**src/rtl/trig_pack_pkg.sv**
```systemverilog
package trig_pack_pkg;
   localparam int unsigned TP_TIME_W    = 2;
   localparam int unsigned TP_POS_W     = 5;
   localparam int unsigned TP_LANE_W    = 8;
   localparam int unsigned TP_FRAME_CYC = 3;
   localparam int unsigned TP_REP       = 3;
   localparam int unsigned TP_CNT_W     = 3;

   function automatic int unsigned tp_clog2(input int unsigned v);
      int unsigned r;
      r = 0;
      while ((1 << r) < v) r++;
      return (r == 0) ? 1 : r;
   endfunction
endpackage

```
**src/rtl/trig_phase_ctr.sv**
```systemverilog
module trig_phase_ctr #(
   parameter int unsigned FRAME_CYC = 3,
   localparam int unsigned PH_W = trig_pack_pkg::tp_clog2(FRAME_CYC)
) (
   input  logic clk,
   input  logic rst_n,
   output logic boundary_o
);
   logic [PH_W-1:0] ph_q;

   always_ff @(posedge clk) begin
      if (!rst_n) begin
         ph_q <= '0;
      end else if (ph_q == PH_W'(FRAME_CYC - 1)) begin
         ph_q <= '0;
      end else begin
         ph_q <= ph_q + 1'b1;
      end
   end

   assign boundary_o = (ph_q == PH_W'(FRAME_CYC - 1));
endmodule

```
**src/rtl/trig_frame_build.sv**
```systemverilog
module trig_frame_build #(
   parameter int unsigned TIME_W  = 2,
   parameter int unsigned POS_W   = 5,
   parameter int unsigned REP     = 3,
   parameter int unsigned CNT_W   = 3,
   parameter int unsigned FRAME_W = 24,
   parameter bit          ODD_PAR = 1'b0,
   localparam int unsigned HIT_W  = TIME_W + POS_W,
   localparam int unsigned BODY_W = REP + 2 * HIT_W + 2,
   localparam int unsigned PAD_W  = FRAME_W - BODY_W
) (
   input  logic [CNT_W-1:0]   hit_count_i,
   input  logic [TIME_W-1:0]  h0_time_i,
   input  logic [POS_W-1:0]   h0_pos_i,
   input  logic [TIME_W-1:0]  h1_time_i,
   input  logic [POS_W-1:0]   h1_pos_i,
   output logic [FRAME_W-1:0] frame_o,
   output logic               ovf_o
);
   logic             pair;
   logic             any;
   logic [REP-1:0]   desc;
   logic [HIT_W-1:0] slot0;
   logic [HIT_W-1:0] slot1;
   logic             par;
   logic [BODY_W-1:0] body;

   assign pair  = (hit_count_i >= CNT_W'(2));
   assign any   = (hit_count_i != '0);
   assign ovf_o = (hit_count_i >  CNT_W'(2));

   for (genvar r = 0; r < REP; r++) begin : g_rep
      assign desc[r] = pair;
   end

   assign slot0 = any  ? {h0_time_i, h0_pos_i} : '0;
   assign slot1 = pair ? {h1_time_i, h1_pos_i} : '0;

   if (ODD_PAR) begin : g_odd
      assign par = ~(^{slot0, slot1});
   end else begin : g_even
      assign par = ^{slot0, slot1};
   end

   assign body = {desc, slot0, slot1, par, any};

   if (PAD_W > 0) begin : g_pad
      assign frame_o = {body, {PAD_W{1'b0}}};
   end else begin : g_nopad
      assign frame_o = body;
   end
endmodule

```
**src/rtl/trig_lane_ser.sv**
```systemverilog
module trig_lane_ser #(
   parameter int unsigned FRAME_W = 24,
   parameter int unsigned LANE_W  = 8
) (
   input  logic               clk,
   input  logic               rst_n,
   input  logic               load_i,
   input  logic [FRAME_W-1:0] frame_i,
   output logic [LANE_W-1:0]  lane_o
);
   logic [FRAME_W-1:0] sh_q;

   always_ff @(posedge clk) begin
      if (!rst_n) begin
         sh_q <= '0;
      end else if (load_i) begin
         sh_q <= frame_i;
      end else begin
         sh_q <= {sh_q[FRAME_W-LANE_W-1:0], {LANE_W{1'b0}}};
      end
   end

   assign lane_o = sh_q[FRAME_W-1 -: LANE_W];
endmodule

```
**src/rtl/trig_hit_packer.sv**
```systemverilog
module trig_hit_packer #(
   parameter int unsigned TIME_W    = trig_pack_pkg::TP_TIME_W,
   parameter int unsigned POS_W     = trig_pack_pkg::TP_POS_W,
   parameter int unsigned LANE_W    = trig_pack_pkg::TP_LANE_W,
   parameter int unsigned FRAME_CYC = trig_pack_pkg::TP_FRAME_CYC,
   parameter int unsigned REP       = trig_pack_pkg::TP_REP,
   parameter int unsigned CNT_W     = trig_pack_pkg::TP_CNT_W,
   parameter bit          ODD_PAR   = 1'b0,
   localparam int unsigned FRAME_W  = FRAME_CYC * LANE_W,
   localparam int unsigned HIT_W    = TIME_W + POS_W
) (
   input  logic               clk,
   input  logic               rst_n,
   input  logic [CNT_W-1:0]   hit_count_i,
   input  logic [TIME_W-1:0]  hit0_time_i,
   input  logic [POS_W-1:0]   hit0_pos_i,
   input  logic [TIME_W-1:0]  hit1_time_i,
   input  logic [POS_W-1:0]   hit1_pos_i,
   output logic [FRAME_W-1:0] frame_o,
   output logic               frame_valid_o,
   output logic               overflow_o,
   output logic [LANE_W-1:0]  ser_o
);
   if (FRAME_W < REP + 2 * HIT_W + 2) begin : g_bad_frame
      $error("trig_hit_packer: frame too small for two hits");
   end
   if (CNT_W < 2) begin : g_bad_cnt
      $error("trig_hit_packer: count width below 2");
   end
   if (FRAME_CYC < 2) begin : g_bad_cyc
      $error("trig_hit_packer: frame must span at least two cycles");
   end

   logic               boundary;
   logic [FRAME_W-1:0] frame_d;
   logic               ovf_d;
   logic [FRAME_W-1:0] frame_q;
   logic               valid_q;
   logic               ovf_q;

   trig_phase_ctr #(.FRAME_CYC(FRAME_CYC)) u_phase (
      .clk        (clk),
      .rst_n      (rst_n),
      .boundary_o (boundary)
   );

   trig_frame_build #(
      .TIME_W (TIME_W), .POS_W (POS_W), .REP (REP),
      .CNT_W (CNT_W), .FRAME_W (FRAME_W), .ODD_PAR (ODD_PAR)
   ) u_build (
      .hit_count_i (hit_count_i),
      .h0_time_i   (hit0_time_i),
      .h0_pos_i    (hit0_pos_i),
      .h1_time_i   (hit1_time_i),
      .h1_pos_i    (hit1_pos_i),
      .frame_o     (frame_d),
      .ovf_o       (ovf_d)
   );

   trig_lane_ser #(.FRAME_W(FRAME_W), .LANE_W(LANE_W)) u_ser (
      .clk     (clk),
      .rst_n   (rst_n),
      .load_i  (boundary),
      .frame_i (frame_d),
      .lane_o  (ser_o)
   );

   always_ff @(posedge clk) begin
      if (!rst_n) begin
         frame_q <= '0;
         valid_q <= 1'b0;
         ovf_q   <= 1'b0;
      end else begin
         valid_q <= boundary;
         if (boundary) begin
            frame_q <= frame_d;
            ovf_q   <= ovf_d;
         end
      end
   end

   assign frame_o       = frame_q;
   assign frame_valid_o = valid_q;
   assign overflow_o    = ovf_q;
endmodule

```
**config.mk**
```make
export PLATFORM = sky130hd
export DESIGN_NAME = trig_hit_packer
export DESIGN_NICKNAME = d
export VERILOG_FILES = /design/src/rtl/trig_pack_pkg.sv /design/src/rtl/trig_phase_ctr.sv /design/src/rtl/trig_frame_build.sv /design/src/rtl/trig_lane_ser.sv /design/src/rtl/trig_hit_packer.sv
export SDC_FILE = /design/constraint.sdc
export NUM_CORES = 1
export LEC_CHECK = 0
export ABC_AREA = 1
export BUFFER_PORTS_ARGS = -buffer_cell sky130_fd_sc_hd__buf_4
export CORE_ASPECT_RATIO = 0.6
export CORE_MARGIN = 2
export CORE_UTILIZATION = 45
export CTS_BUF_LIST = sky130_fd_sc_hd__clkbuf_4 sky130_fd_sc_hd__clkbuf_8 sky130_fd_sc_hd__clkbuf_16
export DETAILED_ROUTE_END_ITERATION = 6
export PLACE_DENSITY = 0.73
export SETUP_SLACK_MARGIN = 0.5
export SLEW_MARGIN = 20
export SYNTH_ARGS = -nofsm -noshare
export SYNTH_HDL_FRONTEND = slang
export SYNTH_HIERARCHICAL = 1
export SYNTH_SLANG_ARGS = --single-unit
export TNS_END_PERCENT = 20
```
**constraint.sdc**
```tcl
create_clock -name clk -period 2.84 [get_ports clk]
set_input_delay 0.426 -clock clk [delete_from_list [all_inputs] [get_ports clk]]
set_output_delay 0.426 -clock clk [all_outputs]
set_load 0.01 [all_outputs]
```
### Word-level counts from Yosys, hierarchy flattened

Index checks and enable logic that the tools add are counted.

| storage, ports and cells | value |
|---|---|
| output and inout port bits | 34 |
| bits in registers | 45 |
| logic and storage cells | 18 |

| cells by class | value |
|---|---|
| equality and inequality tests | 1 |
| magnitude comparators | 2 |
| bitwise logic cells | 1 |
| multiplexer cells | 3 |
| add/sub/neg operators | 1 |
| reduce and logical (&&, ||, !) cells | 4 |

Operators with widths:

| cell | number |
|---|---|
| 24-bit two-way mux | 1 |
| 7-bit two-way mux | 2 |
| 14-bit parity | 1 |
| 3-bit by 2-bit greater-or-equal comparator with 1-bit output (second input constant) | 1 |
| 3-bit by 2-bit > comparator with 1-bit output (second input constant) | 1 |
| 3-bit nonzero test | 1 |
| 2-bit by 1-bit adder with 2-bit output (second input constant) | 1 |
| 2-bit == test (second input constant) | 1 |
| 2-bit AND reduction | 1 |
| 2-bit OR reduction | 1 |
| 1-bit inverter | 1 |

### Depth between registers and ports, before layout

Gate-level depths: netlist of run 1.

| logic depth | value |
|---|---|
| depth after elaboration | 4 |
| depth in mapped cells | 17 |
| mapped depth without buffers | 16 |

### Hierarchy

The synthesis of run 1 kept the hierarchy.

Modules (own cells, without submodules):

| module | instances | cells an instance | area each (um^2) |
|---|---|---|---|
| trig_hit_packer | 1 | 162 | 1,083.5 |
| trig_lane_ser | 1 | 135 | 978.4 |
| trig_frame_build | 1 | 114 | 506.7 |
| trig_phase_ctr | 1 | 8 | 71.3 |

### Worst setup path after synthesis of run 1

No wires, ideal clock.

| path | value |
|---|---|
| kind | input -> register |
| start | input hit_count_i[1] |
| end | register frame_q[6], in the netlist frame_o[6] |
| data required time | 2.727 ns |
| stages on the path | 15 |
| setup time | 0.113 ns |
| buffers on the path | 1 |
| path slack | 1.237 ns |
| data arrival time | 1.490 ns |
| cell sequence | nor2_4 nand2_4 nand3_1 nand2_1 nand2_1 nand2_1 nand2_1 nand2_1 nand2_1 nand2_1 buf_4 inv_1 nand2_1 nand2_1 nor2_1 |

| between the ends | value |
|---|---|
| longest elaborated chain between the ends | 3 |
| elaborated cells on any way between the ends | 5 |
| those cells by class | order compare: 1; mux: 2; reduce/logical: 2 |

Ends and longest elaborated chain:

| element | line | source |
|---|---|---|
| start, declared | trig_hit_packer.sv:14 | `input logic [CNT_W-1:0] hit_count_i,` |
| 3-bit nonzero test | trig_frame_build.sv:29 | `assign any = (hit_count_i != '0);` |
| net u_build.any | trig_frame_build.sv:21 | `logic any;` |
| 7-bit two-way mux | trig_frame_build.sv:36 | `assign slot0 = any ? {h0_time_i, h0_pos_i} : '0;` |
| 14-bit parity | trig_frame_build.sv:42 | `assign par = ^{slot0, slot1};` |
| net u_build.par | trig_frame_build.sv:25 | `logic par;` |
| end signal, assigned | trig_hit_packer.sv:76 | `frame_q <= frame_d;` |
| end, declared | trig_hit_packer.sv:37 | `logic [FRAME_W-1:0] frame_q;` |

The timed path passes the listed nets, and every way through them passes these cells.
A chain may end at the register's enable or synchronous reset.

### Final worst setup path of run 1

| path | value |
|---|---|
| start | register u_phase.ph_q[0] |
| end | register frame_q[16], in the netlist frame_o[16] |

| between the ends | value |
|---|---|
| longest elaborated chain between the ends | 1 |

Ends and longest elaborated chain:

| element | line | source |
|---|---|---|
| start, declared | trig_phase_ctr.sv:9 | `logic [PH_W-1:0] ph_q;` |
| start signal, assigned | trig_phase_ctr.sv:17 | `ph_q <= ph_q + 1'b1;` |
| 2-bit == test | trig_phase_ctr.sv:21 | `assign boundary_o = (ph_q == PH_W'(FRAME_CYC - 1));` |
| net boundary | trig_hit_packer.sv:34 | `logic boundary;` |

The timed path passes the listed nets, and every way through them passes these cells.

==> impl_metrics.tcl, run 1 <==
set metrics [dict create \
    finalNonFillerCells 531 \
    end_kind "register" \
    drtAntennaViolNets 0 \
    top_level_ports 53 \
    hp-class "reg2reg" \
    rsz0062_at_grt "no" \
    required_ps 3040 \
    slew-limit-headroom_pct 55.4 \
    dp_slack_ps 886 \
    synth_cell_types 16 \
    post_cts_resized 0 \
    area_growth_pct 12.3 \
    period_minus_slack_ps 1670 \
    path_max_fanout 38 \
    antenna_found_initial 0 \
    fillers 604 \
    cts_inserted_buffers 5 \
    start_util_pct 47.0 \
    powerDensity_mw_per_mm2 619 \
    place.gp.congestion 0.809 \
    dp.cells 524 \
    slew_viol_final 0 \
    startpoint "u_phase/ph_q[0]$_SDFF_PP0_" \
    hpwl_um 3650 \
    outcome "complete, no violations" \
    timing.rr.start "u_phase/ph_q[0]$_SDFF_PP0_" \
    tightest_slew_ps 668 \
    grt_use_total_pct 15.8 \
    die_area_sq_mm 0.00652 \
    grt_pass1_vias 1919 \
    gr-total-overflow 0 \
    min-delay-start "u_phase/ph_q[0]$_SDFF_PP0_" \
    crit_chain "inv_1 > ha_2 > buf_4 > nand2_1 > nand2_1 > nor2_1" \
    cpMostUsedCell "nand2_1" \
    grt_pass1_wl_um 8200 \
    cts_setup_buffers 0 \
    cp_slowest_stage_delay_ps 610 \
    place_area_sq_mm 0.00287 \
    r2r_setup_slack_ps 1170 \
    wl_um 4940 \
    slowest_stage "ha_2" \
    final_core_util_pct 52.7 \
    final_cell_area_sq_mm 0.00296 \
    htreeDepth 2 \
    wl_per_cell_um 9.30 \
    setup_viol 0 \
    antenna_cells 0 \
    holdPathStages 1 \
    holdPathEnd "u_phase/ph_q[0]$_SDFF_PP0_" \
    ys_ff_latch 52 \
    synth_area_sq_mm 0.00264 \
    drt_iter0_markers 71 \
    finalNetCount 471 \
    drive_above_1_share_pct 14.6 \
    cts_tree "done" \
    worstPathArrival_ps 1870 \
    multi_input_area_sq_mm 0.00103 \
    vias_per_cell 4.15 \
    cts_max_path_buffers 2 \
    yosysSeqAreaShare_pct 39.4 \
    p_leak_nw 1.67 \
    die_h_um 63.3 \
    rr_worst_depth 6 \
    grt_max_degree 45 \
    vias 2203 \
    fin_skew_ps 5.00 \
    seq_area_sq_mm 0.00104 \
    clk_pin_slew_ps 80 \
    fin_crit_sh_pct 58.8 \
    clk-insertion-delay-late_ps 300 \
    avgSynthCellArea_sq_um 6.30 \
    postCtsHoldBufs 0 \
    finalHoldViolCount 0 \
    rows 21 \
    cts_root_buffer "clkbuf_8" \
    synth_warnings 6 \
    drv_cap 0 \
    vdd.ir_drop.worst_mv 0.337 \
    max_clock_freq_mhz 599 \
    dr.pass1.iters 4 \
    drc 0 \
    io_buffers 52 \
    syn_inst 419 \
    critPathLaunchType "register" \
    core-area_sq_mm 0.00562 \
    fin_ws_ps 1170 \
    die_width_um 103 \
    cts_sinks 52 \
    setup-tns-final_ps 0 \
    r2r-end "frame_o[16]$_SDFFE_PN0P_" \
    worstSetupPathType "reg2reg" \
]
-- logic make-up (layout without fill, tap and decap cells) --
| family | Yosys count | after routing | share of synthesized area, % |
|---|---|---|---|
| AND/OR/NAND/NOR | 245 | 245 | 35.7 |
| buffers and inverters | 111 | 139 | 22.3 |
| AO/OA/AOI/OAI | 9 | 9 | 1.99 |
| adder cells (fa/ha/maj) | 1 | 1 | 0.474 |
| other | 1 | 5 | 0.142 |
| flip-flops | 52 | 52 | 39.4 |
-- worst max-delay path, delay by kind of cell, from the launching register on --
kind,cells,cell delay (ps)
adders and majority gates,1,610
and+or+nand+nor,3,200
buffers and inverters,2,440
DFF,1,320
-- cells in the mapped netlist (all sizes together) --
cell    instances  share of area [%]
a21oi           3               0.57
buf            32                 11
clkbuf          1               0.52
conb            1               0.14
dfxtp          52                 39
ha              1               0.47
inv            78                 11
nand2         132                 19
nand3           6                1.1
nor2          107                 15
o21ai           6                1.4
-- where the power goes --
part	total [mW]	switching, mW	internal (mW)	leakage [nW]
clock network	0.438	0.221	0.217	0.0503
logic	0.525	0.297	0.227	1.20
registers	0.873	0.0433	0.830	0.424
-- layer usage --
metal / up-vias / wire length [um] / GRT usage [%]
li1: 1228 / - / -
met1: 925 / 2660 / 22.1
met2: 44 / 1910 / 23.3
met3: 6 / 326 / 4.99
met4: 0 / 41 / 4.44
met5: - / 0 / 0
-- metrics by stage --
stage               power [mW]  hold slack (ps)
finish                    1.84              446
global route              1.97              460
CTS                       1.85              440
detailed placement        1.42              427
global placement          1.41              399
floorplan                 1.30              391
-- layout by cell type (no fill, tap or decap) --
cell	instances
a21oi_1	3
conb_1	5
nor2_1	106
nand2_1	131
buf_4	54
nor2_4	1
nand3_1	6
o21ai_0	4
inv_1	78
ha_2	1
o21ai_2	2
nand2_4	1
clkbuf_8	7
dfxtp_1	52
-- sequential cells by signal, summed over array words and instances, names as in the netlist --
register	flops
frame_o	24
frame_valid_o	1
overflow_o	1
u_phase/ph_q	2
u_ser/sh_q	24
-- worst max path at each step --
stage / endpoint / cells past startpoint
floorplan: frame_o[6]$_SDFFE_PN0P_ / 15
global placement: frame_o[6]$_SDFFE_PN0P_ / 17
detailed placement: frame_o[6]$_SDFFE_PN0P_ / 16
CTS: frame_o[16]$_SDFFE_PN0P_ / 6
global route: frame_o[6]$_SDFFE_PN0P_ / 17
finish: frame_o[16]$_SDFFE_PN0P_ / 6
-- layout make-up --
class	instances	area share [%]
multi-input cells	260	34.7
flip-flops and latches	52	35.1
well taps	80	3.38
clock buffers	7	3.25
inverters	78	9.88
repair buffers	54	13.7
(Power assumes the default switching activity.)
==> run 2, diff against run 1 <==
==> constraint.sdc (replaced) <==
create_clock -name clk -period 1.7 [get_ports clk]
set_input_delay 0.255 -clock clk [delete_from_list [all_inputs] [get_ports clk]]
set_output_delay 0.255 -clock clk [all_outputs]
set_load 0.01 [all_outputs]
==> run 2 against run 1 <==
Against the previous run: sequential power increased by 67%; cell count increased by 2.6%; die area unchanged; design area rose by 9.6%; setup slack worse by 680 ps; register-to-register slack lost 610 ps; via count is 5.9% higher; global-route usage rose by 1.6 points.
==> impl_metrics.tcl, run 2 (synthesis gave the netlist of run 1 again) <==
set metrics [dict create \
    r2r_setup_slack_ps 560 \
    antenna_found_initial 0 \
    wl_per_cell_um 10.9 \
    drt_iter0_markers 92 \
    layout_commonest_cell "nand2_1" \
    vdd.ir_drop.worst_mv 0.493 \
    grt_max_degree 44 \
    clk-insertion-delay-late_ps 310 \
    cts_root_buffer "clkbuf_8" \
    vias_per_cell 4.28 \
    p_leak_nw 1.78 \
    worstSetupPathType "in2reg" \
    power_mw 3.40 \
    cts_tree "done" \
    core-area_sq_mm 0.00562 \
    fin_ws_ps 486 \
    min-delay-start "hit1_pos_i[0]" \
    holdPathEnd "u_ser/sh_q[7]$_SDFF_PN0_" \
    timing.rr.start "u_phase/ph_q[0]$_SDFF_PP0_" \
    max_clock_freq_mhz 824 \
    dr.pass1.iters 4 \
    setup-tns-final_ps 0 \
    setup_viol 0 \
    fin_crit_sh_pct 71.4 \
    gr-total-overflow 0 \
    place.gp.congestion 0.852 \
    fin_skew_ps 6.98 \
    dp.cells 525 \
    hp-class "in2reg" \
    grt_use_total_pct 17.4 \
    die_width_um 103 \
    grt_pass1_wl_um 8950 \
    vias 2333 \
    rr_worst_depth 5 \
    grt_pass1_vias 2078 \
    rsz0062_at_grt "yes" \
    holdPathStages 5 \
    hpwl_um 3690 \
    finalNetCount 484 \
    end_kind "register" \
    drc 0 \
    final_core_util_pct 57.8 \
    final_cell_mix "nand2_1, nor2_1, inv_1" \
    die_h_um 63.3 \
    cts_sinks 52 \
    clk_pin_slew_ps 90 \
    slew_viol_final 0 \
    cts_max_path_buffers 2 \
    period_minus_slack_ps 1210 \
    rows 21 \
    cts_inserted_buffers 5 \
    finalNonFillerCells 545 \
    powerDensity_mw_per_mm2 1050 \
    postCtsHoldBufs 0 \
    htreeDepth 2 \
    die_area_sq_mm 0.00652 \
    io_buffers 52 \
    worstPathArrival_ps 1470 \
    top_level_ports 53 \
    drtAntennaViolNets 0 \
    path_max_fanout 6 \
    drive_above_1_share_pct 22.2 \
    area_growth_pct 23.0 \
    finalHoldViolCount 0 \
    dp_slack_ps 63.9 \
    outcome "complete, no violations" \
    drv_cap 0 \
    r2r-end "u_ser/sh_q[6]$_SDFF_PN0_" \
    wl_um 5950 \
    start_util_pct 47.0 \
    critPathLaunchType "primary input" \
    antenna_cells 0 \
    required_ps 1950 \
]
==> run 2: worst max-delay path by stage <==
stage	startpoint	to	slack [ps]	cells past startpoint
floorplan	hit_count_i[2]	frame_o[6]$_SDFFE_PN0P_	290	15
global placement	hit_count_i[2]	frame_o[6]$_SDFFE_PN0P_	150	16
detailed placement	hit_count_i[2]	frame_o[6]$_SDFFE_PN0P_	60	16
CTS	u_phase/ph_q[0]$_SDFF_PP0_	u_ser/sh_q[18]$_SDFF_PN0_	470	5
global route	hit_count_i[2]	frame_o[6]$_SDFFE_PN0P_	390	16
finish	hit_count_i[2]	frame_o[6]$_SDFFE_PN0P_	490	16
==> run 2: through the flow <==
step / cell area, sq um / hold slack [ps]
after floorplan: 2660 / 391
after global placement: 2890 / 398
after detailed placement: 2890 / 405
after CTS: 3070 / 324
after global routing: 3250 / 357
final: 3250 / 348
==> run 2: power by group <==
part	total, mW	internal [mW]	switching (mW)
clock	0.898	0.482	0.416
sequential	1.46	1.39	0.0735
combinational	1.05	0.478	0.568
==> run 2: routing by layer <==
layer	vias up	wire (um)	GRT usage, %
li1	1259	-	-
met1	1006	2880	22.5
met2	63	2520	27.7
met3	5	500	5.88
met4	0	51	4.93
met5	-	0	0
==> run 2: final cells by class <==
class	instances	area [sq um]
flip-flops and latches	52	1040
clock buffers	6	82.6
repair buffers	66	574
inverters	78	297
multi-input cells	261	1110
fillers	567	2370
well taps	80	100
clock inverters	2	38.8
==> run 2: what timing repair did <==
action / in CTS / in global routing
resized for setup: 2 / 29
buffers inserted: 2 / 6
cloned: 1 / 3
pin swaps: 1 / 15
endpoints found under the hold margin: 0 / 0
endpoints found under the setup margin: 6 / 41
==> run 2: worst max-delay path, stage by stage <==
cell	delay, ps
buf_6	100
nor2_4	150
nand2_4	130
nand2_2	110
nand2_2	60
nand2_2	70
nand2_2	60
nand2_2	70
nand2_2	50
nand2_1	70
nand2_1	50
nand2_1	70
inv_1	40
nand2_1	40
nand2_1	40
nor2_1	100
==> run 3, diff against run 2 <==
==> constraint.sdc (replaced) <==
create_clock -name clk -period 1.25 [get_ports clk]
set_input_delay 0.1875 -clock clk [delete_from_list [all_inputs] [get_ports clk]]
set_output_delay 0.1875 -clock clk [all_outputs]
set_load 0.01 [all_outputs]
==> run 3 against run 2 <==
Against the previous run: the flow now finishes with violations (negative setup slack); sequential power increased by 45%; critical endpoint unchanged; non-clock buffer count increased by 10; via count increased by 8.2%; clock power increased by 30%; clock-buffer cell count decreased by 1.
==> impl_metrics.tcl, run 3 (synthesis gave the netlist of run 1 again) <==
set metrics [dict create \
    drtAntennaViolNets 0 \
    grt_max_degree 36 \
    slew_viol_final 0 \
    die_h_um 63.3 \
    clk-insertion-delay-late_ps 310 \
    hp-class "in2reg" \
    finalHoldViolCount 0 \
    required_ps 1500 \
    powerDensity_mw_per_mm2 1370 \
    fin_skew_ps 3.74 \
    worstSetupPathType "in2reg" \
    grt_pass1_vias 2138 \
    die_width_um 103 \
    final_cell_mix "nand2_1, inv_1, nor2_1" \
    p_leak_nw 2.05 \
    drive_above_1_share_pct 42.9 \
    die_area_sq_mm 0.00652 \
    cts_inserted_buffers 5 \
    antenna_found_initial 0 \
    finalNetCount 494 \
    layout_commonest_cell "nand2_1" \
    wl_per_cell_um 13.0 \
    place_area_sq_mm 0.00297 \
    start_util_pct 47.0 \
    drt_iter0_markers 148 \
    period_minus_slack_ps 1280 \
    violations "negative setup slack" \
    wl_um 7220 \
    io_buffers 52 \
    gr-total-overflow 0 \
    outcome "complete, but fails checks" \
    path_max_fanout 5 \
    drv_cap 0 \
    clk_pin_slew_ps 90 \
    cts_tree "done" \
    rows 21 \
    critPathLaunchType "primary input" \
    vias 2524 \
    rsz0062_at_grt "yes" \
    htreeDepth 2 \
    dr.pass1.iters 4 \
    vias_per_cell 4.55 \
    fin_crit_sh_pct 103 \
    top_level_ports 53 \
    hpwl_um 3940 \
    finalNonFillerCells 555 \
    setup_viol 1 \
    holdWs_ps 236 \
    max_clock_freq_mhz 779 \
    fin_ws_ps -33.5 \
    area_growth_pct 46.9 \
    end_kind "register" \
    core-area_sq_mm 0.00562 \
    power_mw 5.31 \
    worstPathArrival_ps 1540 \
    cts_max_path_buffers 2 \
    setup-tns-final_ps -33.5 \
    grt_use_total_pct 18.0 \
    antenna_cells 0 \
    dp.cells 531 \
    cts_root_buffer "clkbuf_8" \
    cts_sinks 52 \
    drc 0 \
    final_cell_area_sq_mm 0.00388 \
    grt_pass1_wl_um 9200 \
    place.gp.congestion 0.820 \
    vdd.ir_drop.worst_mv 0.642 \
]
run 3: cell types whose count changed in the layout (fill, tap and decap cells not counted), sizes merged:
cell	before	now
buf	64	72
clkbuf	8	9
clkinvlp	1	2
run 3: path summary, 6_finish.rpt:
kind,start,endpoint,slack (ps),cells after the start
setup / recovery,hit_count_i[0],frame_o[6]$_SDFFE_PN0P_,-30,15
hold / removal,rst_n,frame_o[2]$_SDFFE_PN0P_,240,3
setup reg to reg,u_phase/ph_q[0]$_SDFF_PP0_,u_ser/sh_q[10]$_SDFF_PN0_,60,6
hold reg to reg,u_phase/ph_q[0]$_SDFF_PP0_,u_phase/ph_q[0]$_SDFF_PP0_,420,1
run 3: layout make-up:
cell class                      count  area, sq um
Clock inverter                      3         42.5
Sequential cell                    52         1090
Timing Repair Buffer               76          893
Fill cell                         441         1740
Multi-Input combinational cell    261         1390
Clock buffer                        5         68.8
Inverter                           78          297
Tap cell                           80          100
run 3: power breakdown:
part           leakage, nW  switching (mW)  internal (mW)
clock               0.0541           0.576          0.593
sequential           0.440           0.180           1.93
combinational         1.55            1.00           1.03
total                 2.05            1.76           3.55
run 3: critical path: stages:
cell        delay [ps]
buf_4               90
clkinvlp_4         100
nand2_4            130
o21ai_1             90
nor2_1             240
nand2_1            120
nand2_1             80
nand2_1             50
nand2_1             60
nand2_1             60
nand2_2             80
inv_2               30
nand2_1             60
nand2_1             50
nor2_1             100
run 3: what timing repair did:
action	CTS	global route
buffers inserted	0	7
hold buffers	0	0
setup endpoints to repair	81	81
pin swaps	2	83
gates resized for setup	6	183
cloned	2	7
run 3: layer usage:
metal  global-route usage (%)  vias to the layer above  wire (um)
li1                         -                     1277          -
met1                     24.8                     1134       3290
met2                     26.3                      105       3340
met3                     5.22                        8        535
met4                     7.24                        0         57
met5                        0                        -          0
run 3: through the flow:
| step | utilization, % | worst slack [ps] |
|---|---|---|
| 5_1_grt | 69.0 | -174 |
| 6_report | 69.0 | -33.5 |
| 3_5_place_dp | 52.9 | -203 |
| 4_1_cts | 56.1 | 133 |
| 3_3_place_gp | 52.9 | -152 |
| 2_1_floorplan | - | -91.1 |
